===== src/rtl/phy_mode_pkg.sv =====
package phy_mode_pkg;
  localparam int LED_SEL_W = 2;

  typedef enum logic [LED_SEL_W-1:0] {
    LED_DUPLEX = 2'b00,
    LED_SPEED  = 2'b01,
    LED_LINK   = 2'b10,
    LED_OFF    = 2'b11
  } led_src_e;

  typedef struct packed {
    logic fdx;
    logic spd100;
  } mode_t;
endpackage


===== src/rtl/phy_mode_resolve.sv =====
module phy_mode_resolve
  import phy_mode_pkg::*;
(
  input  logic  clk,
  input  logic  rst,
  input  logic  auto_sel,
  input  mode_t forced,
  input  mode_t negotiated,
  output mode_t eff
);
  mode_t pick;

  always_comb begin
    pick = auto_sel ? negotiated : forced;
  end

  always_ff @(posedge clk) begin
    if (rst) eff <= '0;
    else     eff <= pick;
  end

  // source selection lands one cycle later
  assert_mode_src_R1: assert property (@(posedge clk) disable iff (rst)
    auto_sel |=> (eff == $past(negotiated)));
  assert_mode_forced_R1: assert property (@(posedge clk) disable iff (rst)
    !auto_sel |=> (eff == $past(forced)));
endmodule


===== src/rtl/phy_crs_gen.sv =====
module phy_crs_gen
  import phy_mode_pkg::*;
(
  input  logic  clk,
  input  logic  rst,
  input  mode_t mode,
  input  logic  tx_en,
  input  logic  rx_crs,
  input  logic  link_up,
  input  logic  jabber,
  input  logic  tx_disable,
  input  logic  echo_disable,
  output logic  crs,
  output logic  col
);
  logic col_now;
  logic jab_block;
  logic echo_ok;
  logic echo;

  always_comb begin
    col_now   = !mode.fdx && tx_en && rx_crs && link_up;
    jab_block = !mode.spd100 && jabber;
    echo_ok   = !mode.fdx && link_up && !tx_disable && !echo_disable
                && !col_now && !jab_block;
    echo      = tx_en && echo_ok;
  end

  always_ff @(posedge clk) begin
    if (rst) begin
      crs <= 1'b0;
      col <= 1'b0;
    end else begin
      crs <= rx_crs | echo;
      col <= col_now;
    end
  end

  // full duplex never reports collision
  assert_fdx_no_col_R4: assert property (@(posedge clk) disable iff (rst)
    mode.fdx |=> !col);
  // link fail with no carrier gives no carrier sense
  assert_linkdown_quiet_R5: assert property (@(posedge clk) disable iff (rst)
    (!link_up && !rx_crs) |=> (!crs && !col));
  // echo disable leaves only the receive carrier
  assert_echo_off_R7: assert property (@(posedge clk) disable iff (rst)
    (echo_disable && !rx_crs) |=> !crs);
  // a collision always comes with carrier sense
  assert_col_has_crs_R9: assert property (@(posedge clk) disable iff (rst)
    col |-> crs);
endmodule


===== src/rtl/phy_led_mux.sv =====
module phy_led_mux
  import phy_mode_pkg::*;
#(
  parameter int NUM_LEDS = 2,
  localparam int SEL_W   = NUM_LEDS * LED_SEL_W
) (
  input  logic                clk,
  input  logic                rst,
  input  logic [SEL_W-1:0]    led_sel,
  input  mode_t               mode,
  input  logic                link_up,
  output logic [NUM_LEDS-1:0] led_n
);
  for (genvar i = 0; i < NUM_LEDS; i++) begin : g_led
    led_src_e src;
    logic     on;

    always_comb begin
      src = led_src_e'(led_sel[i*LED_SEL_W +: LED_SEL_W]);
      case (src)
        LED_DUPLEX: on = mode.fdx;
        LED_SPEED:  on = mode.spd100;
        LED_LINK:   on = link_up;
        default:    on = 1'b0;
      endcase
    end

    always_ff @(posedge clk) begin
      if (rst) led_n[i] <= 1'b1;
      else     led_n[i] <= ~on;
    end

    // off code always yields a high pin
    assert_led_off_R10: assert property (@(posedge clk) disable iff (rst)
      (src == LED_OFF) |=> led_n[i]);
  end
endmodule


===== src/rtl/phy_mode_ctl.sv =====
module phy_mode_ctl
  import phy_mode_pkg::*;
#(
  parameter int NUM_LEDS = 2,
  localparam int SEL_W   = NUM_LEDS * LED_SEL_W
) (
  input  logic                clk,
  input  logic                rst,
  input  logic                auto_sel,
  input  logic                force_fdx,
  input  logic                force_100,
  input  logic                neg_fdx,
  input  logic                neg_100,
  input  logic                tx_en,
  input  logic                rx_crs,
  input  logic                link_up,
  input  logic                jabber,
  input  logic                tx_disable,
  input  logic                echo_disable,
  input  logic [SEL_W-1:0]    led_sel,
  output logic [NUM_LEDS-1:0] led_n,
  output logic                crs,
  output logic                col,
  output logic                stat_fdx,
  output logic                stat_100
);
  mode_t forced_m, neg_m, eff_m;

  always_comb begin
    forced_m = '{fdx: force_fdx, spd100: force_100};
    neg_m    = '{fdx: neg_fdx,   spd100: neg_100};
  end

  phy_mode_resolve u_resolve (
    .clk        (clk),
    .rst        (rst),
    .auto_sel   (auto_sel),
    .forced     (forced_m),
    .negotiated (neg_m),
    .eff        (eff_m)
  );

  phy_crs_gen u_crs (
    .clk          (clk),
    .rst          (rst),
    .mode         (eff_m),
    .tx_en        (tx_en),
    .rx_crs       (rx_crs),
    .link_up      (link_up),
    .jabber       (jabber),
    .tx_disable   (tx_disable),
    .echo_disable (echo_disable),
    .crs          (crs),
    .col          (col)
  );

  phy_led_mux #(.NUM_LEDS(NUM_LEDS)) u_led (
    .clk     (clk),
    .rst     (rst),
    .led_sel (led_sel),
    .mode    (eff_m),
    .link_up (link_up),
    .led_n   (led_n)
  );

  always_comb begin
    stat_fdx = eff_m.fdx;
    stat_100 = eff_m.spd100;
  end

  // outputs idle right after reset
  assert_reset_idle_R11: assert property (@(posedge clk)
    $past(rst) |-> (!crs && !col && !stat_fdx && !stat_100 && (&led_n)));
endmodule


===== config.mk =====
export PLATFORM = sky130hd
export DESIGN_NAME = phy_mode_ctl
export DESIGN_NICKNAME = d
export VERILOG_FILES = /design/src/rtl/phy_mode_pkg.sv /design/src/rtl/phy_mode_resolve.sv /design/src/rtl/phy_crs_gen.sv /design/src/rtl/phy_led_mux.sv /design/src/rtl/phy_mode_ctl.sv
export SDC_FILE = /design/constraint.sdc
export NUM_CORES = 1
export LEC_CHECK = 0
export ABC_AREA = 1
export CORE_AREA = 2 2 39 41
export CTS_BUF_LIST = sky130_fd_sc_hd__clkbuf_2 sky130_fd_sc_hd__clkbuf_4 sky130_fd_sc_hd__clkbuf_8
export CTS_CLUSTER_DIAMETER = 120
export CTS_CLUSTER_SIZE = 8
export DETAILED_ROUTE_END_ITERATION = 8
export DIE_AREA = 0 0 41 43
export MAX_ROUTING_LAYER = met4
export PLACE_DENSITY_LB_ADDON = 0.15
export RECOVER_POWER = 50
export SYNTH_ARGS = -nofsm -noshare
export SYNTH_HDL_FRONTEND = slang
export SYNTH_SLANG_ARGS = --single-unit
export TNS_END_PERCENT = 5

===== constraint.sdc =====
create_clock -name clk -period 2.35 [get_ports clk]
set_clock_uncertainty 0.2 [all_clocks]
set_input_delay 0.235 -clock clk [delete_from_list [all_inputs] [get_ports clk]]
set_output_delay 0.235 -clock clk [all_outputs]
set_load 0.02 [all_outputs]

==> results of run 1 <==
==> cells by family (layout without fill, tap and decap cells) <==
group / count (synthesis) / in the layout
buffers and inverters: 6 / 31
DFF: 6 / 6
and+or+nand+nor: 12 / 12
AOI/OAI and AO/OA: 10 / 10
==> registers in the layout, summed over array words and instances (netlist names) <==
signal / count
u_led.led_n: 2
u_resolve.eff: 2
u_crs.col: 1
u_crs.crs: 1
==> cell usage after synthesis <==
library cell and count:
a21oi_1 6, dfxtp_1 6, inv_1 6, nor3_1 1, nor2_1 1, o211ai_1 2
or2_0 2, nand2_1 8, o21ai_0 2
==> metrics by stage <==
step,cell area (um2),power (uW)
after floorplan,249.0,131.7
after global placement,489.2,174.8
final,511.7,266.1
after detailed placement,489.2,174.5
after global routing,511.7,286.3
after CTS,511.7,272.6
==> metal layers <==
metal | global-route usage | wire length [um]
met5 | - | 0
met4 | 0.06000 | 0
met3 | 0.06283 | 49
met2 | 0.1313 | 335
met1 | 0.07717 | 225
==> power by group through the flow <==
stage | combinational, uW | clock [uW] | sequential [uW]
after floorplan | 12.5 | 0 | 119
after global placement | 63.2 | 0 | 112
after detailed placement | 62.7 | 0 | 112
after CTS | 62.9 | 99.7 | 110
after global routing | 66.5 | 109 | 111
final | 61.1 | 95.3 | 110
==> layout make-up <==
type	count	area, um2
Fill cell	158	872.1
Timing Repair Buffer	22	220.2
Sequential cell	6	120.1
Multi-Input combinational cell	22	106.4
Clock buffer	3	22.52
Inverter	6	22.52
Tap cell	16	20.02
==> how the worst min path moves through the flow <==
stage,endpoint,depth (start not counted)
finish,u_resolve.eff[0]$_SDFF_PP0_,3
global route,u_resolve.eff[1]$_SDFF_PP0_,3
CTS,u_resolve.eff[0]$_SDFF_PP0_,3
detailed placement,u_crs.col$_SDFF_PP0_,3
global placement,u_crs.col$_SDFF_PP0_,3
floorplan,u_crs.crs$_SDFF_PP0_,1
==> out/metrics.yaml, run 1 <==
swShare: 0.2358
critical_path_depth: 1
power.share.sequential: 0.413
post_cts_buffers: 0
yosysTopAreaCellShare: 0.4824
fp-row-count: 14
pin_count: 23
clock_latency_ns: 0.25
drt_drc_violations_left: 0
cts.htree.levels: 1
layout.cells.most_common_list: "clkdlybuf4s50_1 (19), nand2_1 (8), inv_1 (6), a21oi_1 (6), dfxtp_1 (6)"
synth_area_leader_cell: "dfxtp_1"
rr_startpoint: "u_resolve.eff[1]$_SDFF_PP0_"
worst-path-buf-inv: 1
die_area_um2: 1763
r2r_setup_slack_ns: 1.36
synth_seq_area_share: 0.4824
arrival_ns: 1.21
gp_congestion: 0.7311
vias_per_cell: 3.933
final.setup.worst_slack_ns: 0.7052
ys_seq_elements: 6
ir_drop_v: 0.0002007
vias: 295
cts_buffers: 3
die_w_um: 41
yosys.cell_types.count: 9
crit_family: "buffers and inverters"
cts-hold-fix-buffers: 0
final_hold_viol_count: 0
hp-start: "force_100"
synthesis.area_um2: 249.0
synth_cells: 34
cts_tree: "yes"
area_growth_pct: 105.5
wire_per_inst_um: 8.147
maxCapViolations: 0
startpoint: "u_resolve.eff[1]$_SDFF_PP0_"
rsz0062_at_grt: "no"
synth_nets: 51
worstPathRequired_ns: 1.91
yosys-top-cells-area: "dfxtp_1 (48%), a21oi_1 (12%), nand2_1 (12%), inv_1 (9.0%), o211ai_1 (6.0%)"
crit_path_start_kind: "register"
fmax_mhz: 608.0
pwr-share-comb: 0.230
hold_class: "input pin to register"
clockPowerShare: 0.358
grt_pass1_vias: 240
antenna_found_initial: 0
dp_cells: 72
r2r-end: "u_crs.crs$_SDFF_PP0_"
grt_max_degree: 7
layout.cells.non_filler: 75
switchingPower_uw: 62.75
cts_buffer_depth: 2
cp_slowest_stage_delay_ns: 0.61
holdWs_ns: 0.3364
setup_viol: 0
fin_tns_setup_ns: 0
drt_pass1_iterations: 4
synthMuxAreaShare: 0
leakagePower_uw: 0.0002112
worst_path_max_delay_cell: "clkdlybuf4s50_1"
synth-simple-area-share: 0.2060
port_buffers: 22
status: "finished clean"
synth_xor_area_frac: 0
endpoint_kind: "primary output"
worst_slew_pin_slew_ns: 0.2304
layout-drive-gt1-share: 0.05085
p_int_uw: 203.4
maxSlewHeadroom: 0.8459
endpoint: "stat_fdx"
ctsResizeCount: 0
pre_cts_slack_ns: 0.9598
synth_top_family_by_area: "compound AO/OA/AOI/OAI gates"
synth_fa_ha_area_frac: 0
ant_nets: 0
fin_crit_sh: 0.6999
syn_area_per_cell_um2: 7.323
final_util: 0.3698
antennaDiodeCount: 0
clk_pin_slew_worst_paths_ns: 0.05
die_height_um: 43
worstPathMaxFanout: 4
r2r_cells: 5
finalNetCount: 78
grtUsageTotal: 0.08951
path_class: "register to primary output"
hpwlAfterDp_um: 518.7
ys_warn_count: 0
drtIter0Drc: 8
core_area_um2: 1384
root_buffer: "clkbuf_4"
synth_compound_area_frac: 0.2211
path_cells: "clkdlybuf4s50_1"
power_density_nw_per_um2: 520.1
grt_overflow_total: 0
fin_crit_ns: 1.645
initial_utilization: 0.1799
cts_sinks: 6
final_max_slew_viol_count: 0
grt_pass1_wl_um: 917
final_common_cell: "clkdlybuf4s50_1"
routed_wl_um: 611
No activity file was read; power rests on OpenSTA's default activity.
==> run 2: changes to the inputs <==
==> constraint.sdc (replaced) <==
create_clock -name clk -period 1.6 [get_ports clk]
set_clock_uncertainty 0.2 [all_clocks]
set_input_delay 0.16 -clock clk [delete_from_list [all_inputs] [get_ports clk]]
set_output_delay 0.16 -clock clk [all_outputs]
set_load 0.02 [all_outputs]
==> run 2 against run 1 <==
  * Flip-flop and latch count unchanged
  * Sequential share of layout area down 0.11 points
  * Worst hold slack lost 0.075 ns
  * Critical path depth unchanged
  * First-iteration DRC count unchanged
  * Sequential power is 46% higher
  * Power grew 47%
  * Die area is the same
  * Global-route usage did not move
  * Non-clock buffer count is the same
  * Highest routed layer unchanged
==> out/metrics.yaml, run 2 (synthesis results as in run 1) <==
top_layer: "met3"
routed_wl_um: 610
grt_overflow_total: 0
drt_drc_violations_left: 0
critical_path_depth: 1
fillers: 158
die_area_um2: 1763
crit_path_start_kind: "register"
die_w_um: 41
grt_pass1_wl_um: 917
routed-wl-met3_um: 49
maxSlewHeadroom: 0.8459
worstPathRequired_ns: 1.24
initial_utilization: 0.1799
leakagePower_uw: 0.0002254
wire_per_inst_um: 8.133
fin_crit_sh: 0.9543
path_cells: "clkdlybuf4s50_1"
fmax_mhz: 654.9
cp_slowest_stage_delay_ns: 0.60
cts.htree.levels: 1
grtUsageTotal: 0.08951
endpoint_kind: "primary output"
clk_pin_slew_worst_paths_ns: 0.05
status: "finished clean"
core_area_um2: 1384
r2r_cells: 5
area_growth_pct: 106.5
multi_input_area_um2: 106.4
grt_max_degree: 7
cts_tree: "yes"
worst_path_max_delay_cell: "clkdlybuf4s50_1"
min_delay_path_depth: 3
rsz0062_at_grt: "no"
final_max_slew_viol_count: 0
worst-path-buf-inv: 1
ir_drop_v: 0.0002948
layout-drive-gt1-share: 0.05085
setup_viol: 0
fp-row-count: 14
drtIter0Drc: 8
clock_latency_ns: 0.25
worstPathMaxFanout: 2
hpwlAfterDp_um: 518.7
finalNetCount: 78
port_buffers: 22
largestRegisters: "u_led.led_n x2, u_resolve.eff x2"
power_density_nw_per_um2: 760.3
antennaDiodeCount: 0
final_hold_viol_count: 0
path_class: "register to primary output"
gp_congestion: 0.7311
holdWs_ns: 0.2614
cts_buffer_depth: 2
fin_crit_ns: 1.527
final_common_cell: "clkdlybuf4s50_1"
grt_pass1_vias: 240
drt_pass1_iterations: 4
cts_buffers: 3
root_buffer: "clkbuf_4"
crit_family: "buffers and inverters"
seq_area_um2: 120.1
vias: 295
pin_count: 23
die_height_um: 43
dr_wl_met2_um: 337
maxCapViolations: 0
arrival_ns: 1.17
hold_class: "input pin to register"
vias_per_cell: 3.933
ant_nets: 0
met1_length_um: 224
cts_sinks: 6
antenna_found_initial: 0
layout.cells.most_common_list: "clkdlybuf4s50_1 (19), nand2_1 (8), inv_1 (6), a21oi_1 (6), dfxtp_1 (6)"
fin_tns_setup_ns: 0
worst_slew_pin_slew_ns: 0.2304
-- run 2: cell types whose count changed in the layout (fill, tap and decap cells not counted) --
cell,change
dlygate4sd3_1,-1
dlymetal6s2s_1,+1
-- run 2: where the power goes --
group          total [uW]  internal, uW  switching [uW]
registers             161           158            2.85
clock network         140          84.9            55.0
logic                89.9          55.7            34.2
total                 391           299            92.1
-- run 2: path summary, 6_finish.rpt --
kind,slack [ns],start,to
worst max-delay path,0.07,u_resolve.eff[0]$_SDFF_PP0_,stat_100
worst min-delay path,0.26,force_100,u_resolve.eff[0]$_SDFF_PP0_
worst max register to register,0.62,u_resolve.eff[1]$_SDFF_PP0_,u_crs.crs$_SDFF_PP0_
worst min register to register,0.38,u_resolve.eff[1]$_SDFF_PP0_,u_crs.col$_SDFF_PP0_
-- run 2: area by class of cell --
cell class / count / share of cell area
Inverter: 6 / 0.04380
Timing Repair Buffer: 22 / 0.4331
Tap cell: 16 / 0.03893
Sequential cell: 6 / 0.2336
Multi-Input combinational cell: 22 / 0.2068
Clock buffer: 3 / 0.04380
-- run 2: repair_timing --
action	CTS	global route
hold buffers	0	0
buffers inserted	0	0
resized for setup	0	1
setup endpoints to repair	0	1
-- run 2: metal layers --
metal | vias to the layer above | track usage
met5 | - | -
met4 | 0 | 0.06000
met3 | 0 | 0.06283
met2 | 13 | 0.1313
met1 | 120 | 0.07717
li1 | 162 | -
-- run 2: per-stage QoR --
stage	std cells	util	instance area (um2)	worst slack, ns	power (uW)
6_report	75	0.3716	514.2	0.07306	391.0
4_1_cts	75	0.3698	511.7	0.01115	400.3
2_1_floorplan	34	-	249.0	0.5445	193.4
3_5_place_dp	72	0.3535	489.2	0.2848	256.3
5_1_grt	75	0.3716	514.2	0.02447	420.5
3_3_place_gp	72	0.3535	489.2	0.3068	256.8
